[config.mk]
export PLATFORM = sky130hd
export DESIGN_NAME = rst_hold_meter
export DESIGN_NICKNAME = d
export VERILOG_FILES = /design/src/rtl/rst_hold_pkg.sv /design/src/rtl/rst_hold_sync.sv /design/src/rtl/rst_hold_count.sv /design/src/rtl/rst_hold_meter.sv
export SDC_FILE = /design/constraint.sdc
export NUM_CORES = 1
export LEC_CHECK = 0
export CAP_MARGIN = 10
export CORE_ASPECT_RATIO = 2
export CORE_MARGIN = 2
export CORE_UTILIZATION = 25
export CTS_CLUSTER_DIAMETER = 30
export DETAILED_ROUTE_END_ITERATION = 8
export DONT_BUFFER_PORTS = 1
export SYNTH_ARGS = -nofsm -noshare
export SYNTH_HDL_FRONTEND = slang
export SYNTH_HIERARCHICAL = 1
export SYNTH_SLANG_ARGS = --single-unit
export TNS_END_PERCENT = 20
[constraint.sdc]
create_clock -name clk -period 5.1 [get_ports clk]
set_input_delay 1.02 -clock clk [delete_from_list [all_inputs] [get_ports clk]]
set_output_delay 1.02 -clock clk [all_outputs]
set_load 0.03 [all_outputs]
[src/rtl/rst_hold_pkg.sv]
package rst_hold_pkg;
  localparam int unsigned REG_W   = 32;
  localparam int unsigned CLR_BIT = 31;
endpackage

[src/rtl/rst_hold_sync.sv]
module rst_hold_sync #(
  parameter int unsigned STAGES = 2
) (
  input  logic clk,
  input  logic rst,
  input  logic pin_n,
  output logic held
);
  logic [STAGES-1:0] chain;

  generate
    if (STAGES == 1) begin : g_one
      always_ff @(posedge clk) begin
        if (rst) chain <= 1'b1;
        else     chain <= pin_n;
      end
    end else begin : g_many
      always_ff @(posedge clk) begin
        if (rst) chain <= '1;
        else     chain <= {chain[STAGES-2:0], pin_n};
      end
    end
  endgenerate

  assign held = ~chain[STAGES-1];
endmodule

[src/rtl/rst_hold_count.sv]
module rst_hold_count #(
  parameter int unsigned CNT_W = 29
) (
  input  logic             clk,
  input  logic             rst,
  input  logic             held,
  input  logic             clr,
  output logic [CNT_W-1:0] cnt
);
  localparam logic [CNT_W-1:0] TOP = {CNT_W{1'b1}};

  logic at_top;
  assign at_top = (cnt == TOP);

  always_ff @(posedge clk) begin
    if (rst)                  cnt <= '0;
    else if (clr)             cnt <= '0;
    else if (held && !at_top) cnt <= cnt + 1'b1;
  end

  AST_CLEAR_WINS: assert property (@(posedge clk) disable iff (rst)
    clr |=> (cnt == '0));

  AST_NO_WRAP: assert property (@(posedge clk) disable iff (rst)
    (at_top && !clr) |=> (cnt == TOP));

  AST_IDLE_HOLD: assert property (@(posedge clk) disable iff (rst)
    (!held && !clr) |=> $stable(cnt));

  AST_STEP_ONE: assert property (@(posedge clk) disable iff (rst)
    (held && !clr && !at_top) |=> (cnt == $past(cnt) + 1'b1));
endmodule

[src/rtl/rst_hold_meter.sv]
module rst_hold_meter
  import rst_hold_pkg::*;
#(
  parameter int unsigned CNT_W       = 29,
  parameter int unsigned SYNC_STAGES = 2
) (
  input  logic             clk,
  input  logic             rst,
  input  logic             btn_n,
  input  logic             wr_en,
  input  logic [REG_W-1:0] wr_data,
  output logic [REG_W-1:0] rd_data
);
  localparam int unsigned PAD_W = REG_W - CNT_W;

  logic             held;
  logic             clr;
  logic [CNT_W-1:0] cnt;

  assign clr = wr_en & wr_data[CLR_BIT];

  rst_hold_sync #(.STAGES(SYNC_STAGES)) u_sync (
    .clk   (clk),
    .rst   (rst),
    .pin_n (btn_n),
    .held  (held)
  );

  rst_hold_count #(.CNT_W(CNT_W)) u_count (
    .clk  (clk),
    .rst  (rst),
    .held (held),
    .clr  (clr),
    .cnt  (cnt)
  );

  generate
    if (PAD_W > 0) begin : g_pad
      assign rd_data = {{PAD_W{1'b0}}, cnt};
    end else begin : g_full
      assign rd_data = cnt[REG_W-1:0];
    end
  endgenerate

  AST_RESET_ZERO: assert property (@(posedge clk)
    rst |=> (rd_data == '0));

  AST_KEEP_ON_PLAIN_WRITE: assert property (@(posedge clk) disable iff (rst)
    (btn_n && $past(btn_n) && $past(btn_n, 2) && !clr) |=> $stable(rd_data));
endmodule

Yosys cells after proc, flatten, opt, wreduce, memory -nomap -nowiden
Index checks and enable logic that the tools add are counted.
{"block": "classes", "n_addsub": 1, "n_reduce_logical": 3, "n_eq_ne": 1, "bitwise_logic": 2}
{"operator": "$add 29x1->29 const B", "n": 1}
{"operator": "$eq 29x29->1 const B", "n": 1}
{"operator": "$reduce_or 2->1", "n": 1}
{"operator": "$and 1x1->1", "n": 1}
{"operator": "$logic_and 1x1->1", "n": 1}
{"operator": "$logic_not 1->1", "n": 1}
{"operator": "$not 1->1", "n": 1}
{"block": "totals", "register_bits": 31, "inputBits": 36}

Longest topological paths before layout
{"block": "logic_depth", "ltp_word": 3, "ltp_mapped": 8, "ltp_nobuf": 6}

By module
The synthesis kept the hierarchy.
{"module": "rst_hold_count", "area_each_um2": 1490.2, "seq_area_each_um2": 580.6, "cells_per_inst": 179, "n_inst": 1}
{"module": "rst_hold_sync", "area_each_um2": 56.3, "seq_area_each_um2": 40.0, "cells_per_inst": 5, "n_inst": 1}
{"module": "rst_hold_meter", "area_each_um2": 32.5, "seq_area_each_um2": 0.0, "cells_per_inst": 5, "n_inst": 1}

Least setup slack after synthesis
Ideal clock, no wire load.
{"block": "synth_timing", "path_type": "reg2reg", "from": "register u_count.cnt[0]", "to": "register u_count.cnt[22]", "stages_incl_launch_ff": 8, "n_path_buf": 1, "arrival_time_ns": 2.232, "setup_time_ns": 0.070, "slack_ns": 2.798, "synth_period_minus_slack_ns": 2.302, "path_cell_list": "dfxtp_1 ha_1 nand2_1 or4_1 buf_2 a21o_1 or4_1 a21oi_1"}
{"block": "synth_between", "elab_chain_len": 3, "elab_cells_between_ends": 4}
{"item": "from (decl)", "line_no": "rst_hold_count.sv:8", "text": "output logic [CNT_W-1:0] cnt"}
{"item": "from (signal assigned)", "line_no": "rst_hold_count.sv:18", "text": "else if (held && !at_top) cnt <= cnt + 1'b1;"}
{"item": "parallel branches: the longest is 3 deep, another holds $add 29x1->29"}
Parallel ways; which one is timed is not known.
A chain may end at the register's enable or synchronous reset.

Worst setup path in the final report
Ends and elaborated chain as after synthesis.

==> implementation parameters <==
Parameter                              Value

Clock tree
  Number of sinks handled by clock tree synthesis    31
  CTS H-tree depth    2
  Worst-skew pair later-pin latency    270 ps
  Worst-path clk slew    50 ps
  Clock tree from TritonCTS    built
  Number of buffers created by CTS    5
  Buffers inserted during post-CTS setup optimization    0
  Root buf cell    sky130_fd_sc_hd__clkbuf_16
  Clk buf depth    2
  Post-cts repair resize count    0
  Number of buffers inserted for hold repair after clock tree synthesis    0

Pwr
  Power density over the cells    315 nW/um^2
  Cell leakage power    0.535 nW
  Final Total Pwr    ~570 uW
  Worst vdd ir    roughly 0.17 mV

Logic synthesis
  Synth top area cells    sky130_fd_sc_hd__dfxtp_1, sky130_fd_sc_hd__a21oi_1, sky130_fd_sc_hd__or4_1
  Syn_area_per_cell    approximately 8.4 sq um
  Cell area after synthesis    1580 sq um
  Synth warn    6
  Yosys reg bits    31
  Seq/Total Area, Yosys    0.393
  Synthesized instance count    189
  Distinct cell type count after synthesis    40
  Share of Yosys cell area claimed by the top area cell type    0.393
  Cell type with the largest total area after synthesis    sky130_fd_sc_hd__dfxtp_1

Routing
  Residual DRC    0
  Average vias per placed instance    5.13
  Overall via count from detail_route    approximately 1400
  Total iterations of the first detailed-routing run    4
  Average detailed-routed wire length per instance    14.2 um
  DR iter-0 viols    84
  DRT antenna net count    0
  Drt total wl    3890 um

Timing
  Hold violation count in the final report    0
  Final critical delay including setup and external delays    2610 ps
  Slew Viols, Final    0
  Final critical-path share of the clock period    0.511
  Tightest hold margin    401 ps
  Max Clock Skew    2.93 ps
  Rel. slew slack    0.592
  Actual transition at the worst max-transition pin    612 ps
  Max Clk Rate    0.383 GHz
  Unrepaired setup endpoints after global routing    no
  Final total negative setup slack    0 ps
  Final count of negative-setup-slack endpoints    0

Layout
  Total inserted antenna cells    0
  Leading cell type in the layout, fill and taps excluded    sky130_fd_sc_hd__dfxtp_1
  Proportion of layout cells with a drive suffix above 1    0.0899
  End-of-flow core utilization    0.289
  Sequential cell area in the final layout    just over 600 sq um
  Net count reported at finish    225
  Fillcell total    648
  Multi-input gate area in the final layout    ~900 sq um
  Most used cells in the layout excluding fill and tap cells    sky130_fd_sc_hd__dfxtp_1, sky130_fd_sc_hd__a21oi_1, sky130_fd_sc_hd__nand2_1, sky130_fd_sc_hd__nor2_1, sky130_fd_sc_hd__nand3_1
  P&R area growth vs syn    13.8%
  Final cell count without fillers    275

Die
  Vertical die dimension    116 um
  Number of top-level pins    68
  Std cell rows    41
  Area of the placeable core    6210 sq um
  Die area    7010 sq um
  Initial Util    0.254
  Die Width    around 60 um

Global routing
  First-pass GRT wire length    6230 um
  Number of global-route vias before repair    roughly 1300
  Largest net degree at the start of global routing    27
  Number of antenna violations at the first check in global routing    0
  Global-route usage over all layers    0.119
  Residual overflow from global routing    0

Critical path
  Worst setup SP type    register
  Cell count of the worst reg-to-reg path    6
  Worst EP required    5300 ps
  FF-to-FF setup slack    2490 ps
  Arrival time of the worst setup path    ~2800 ps
  Worst reg2reg path endpoint    u_count/cnt[22]
  Critical path peak fanout    6
  Category of the worst setup path capture point    register
  Type of the worst setup path    reg2reg
  Reg2reg start    u_count/cnt[0]

Worst hold path
  Worst Hold Path Cells    1
  Hold path endpoint    u_sync/chain[1]
  Start point of the worst min-delay path    u_sync/chain[0]
  Worst min path class    reg2reg

Run status
  Run status    complete, no violations

Run
  Number of max-cap violations    0

Place
  Number of cells in the design after placement    267
  Gpl congestion    0.735
  Placed wire-length estimate    2740 um
  Number of input and output port buffers inserted    0
-- worst max-delay path, cell delays in order, from the launching register on --
cell and delay [ps]:
sky130_fd_sc_hd__dfxtp_1 630, sky130_fd_sc_hd__ha_1 320, sky130_fd_sc_hd__nand2_1 120, sky130_fd_sc_hd__or4_1 640, sky130_fd_sc_hd__a21o_1 280, sky130_fd_sc_hd__or4_1 410, sky130_fd_sc_hd__a21oi_1 140
-- power breakdown --
part,internal [mW],leakage [nW],total [mW],switching [mW]
Clock,0.207,0.0772,0.308,0.100
Sequential,0.244,0.250,0.245,0.00170
Combinational,0.00239,0.208,0.0127,0.0104
-- per-layer routing --
metal / GRT usage / routed length [um]
met2: 0.173 / 1820
met4: 0.0444 / 48
met1: 0.149 / 1700
met5: 0 / 0
met3: 0.0598 / 329
-- Yosys cell counts (all sizes together) --
master	number
dfxtp	31
a21oi	18
nand2	17
nor2	17
nand3	11
or3	10
nand4	9
o21ai	9
or4	9
o31ai	8
buf	7
or2	6
xnor2	5
clkbuf	4
a211oi	3
and4	3
o311ai	3
and3	2
inv	2
xor2	2
a21o	1
a31o	1
a31oi	1
and2	1
conb	1
ha	1
mux2i	1
nor3	1
nor4b	1
o21a	1
o311a	1
o41ai	1
or4b	1
-- how the worst max path moves through the flow --
stage / start / endpoint / slack, ps / depth (start not counted)
after CTS: u_count/cnt[0] / u_count/cnt[22] / 2470 / 6
after global routing: u_count/cnt[1] / u_count/cnt[22] / 2300 / 6
after floorplan: u_count/cnt[0] / u_count/cnt[22] / 2800 / 7
after global placement: u_count/cnt[0] / u_count/cnt[22] / 2490 / 6
final: u_count/cnt[0] / u_count/cnt[22] / 2490 / 6
after detailed placement: u_count/cnt[0] / u_count/cnt[22] / 2470 / 6
-- through the flow --
step           setup WS (ps)  cell area, sq um
2_1_floorplan           2800              1590
3_3_place_gp            2490              1640
3_5_place_dp            2470              1640
4_1_cts                 2470              1800
5_1_grt                 2300              1800
6_report                2490              1800
-- cells by family (layout without fill, tap and decap cells) --
logic type	count (synthesis)	in the layout	share of synthesized area
AOI/OAI and AO/OA	47	47	0.193
xor gates and xnor gates	7	7	0.0388
adders and majority gates	1	1	0.00792
buffers and inverters	13	11	0.0436
DFF	31	31	0.393
muxes	1	1	0.00634
other	1	3	0.00237
and+or+nand+nor	88	88	0.315
-- state kept, by name (all words and copies together) (netlist names) --
register / flops
u_sync/chain: 2
u_count/cnt: 29
-- final cells by class --
type	instances	share of cell area
multi-input cells	147	0.499
flip-flops and latches	31	0.345
inverters	2	0.00418
repair buffers	1	0.00418
clock buffers	8	0.0870
well taps	86	0.0599
Power figures use the tool's default switching activity.
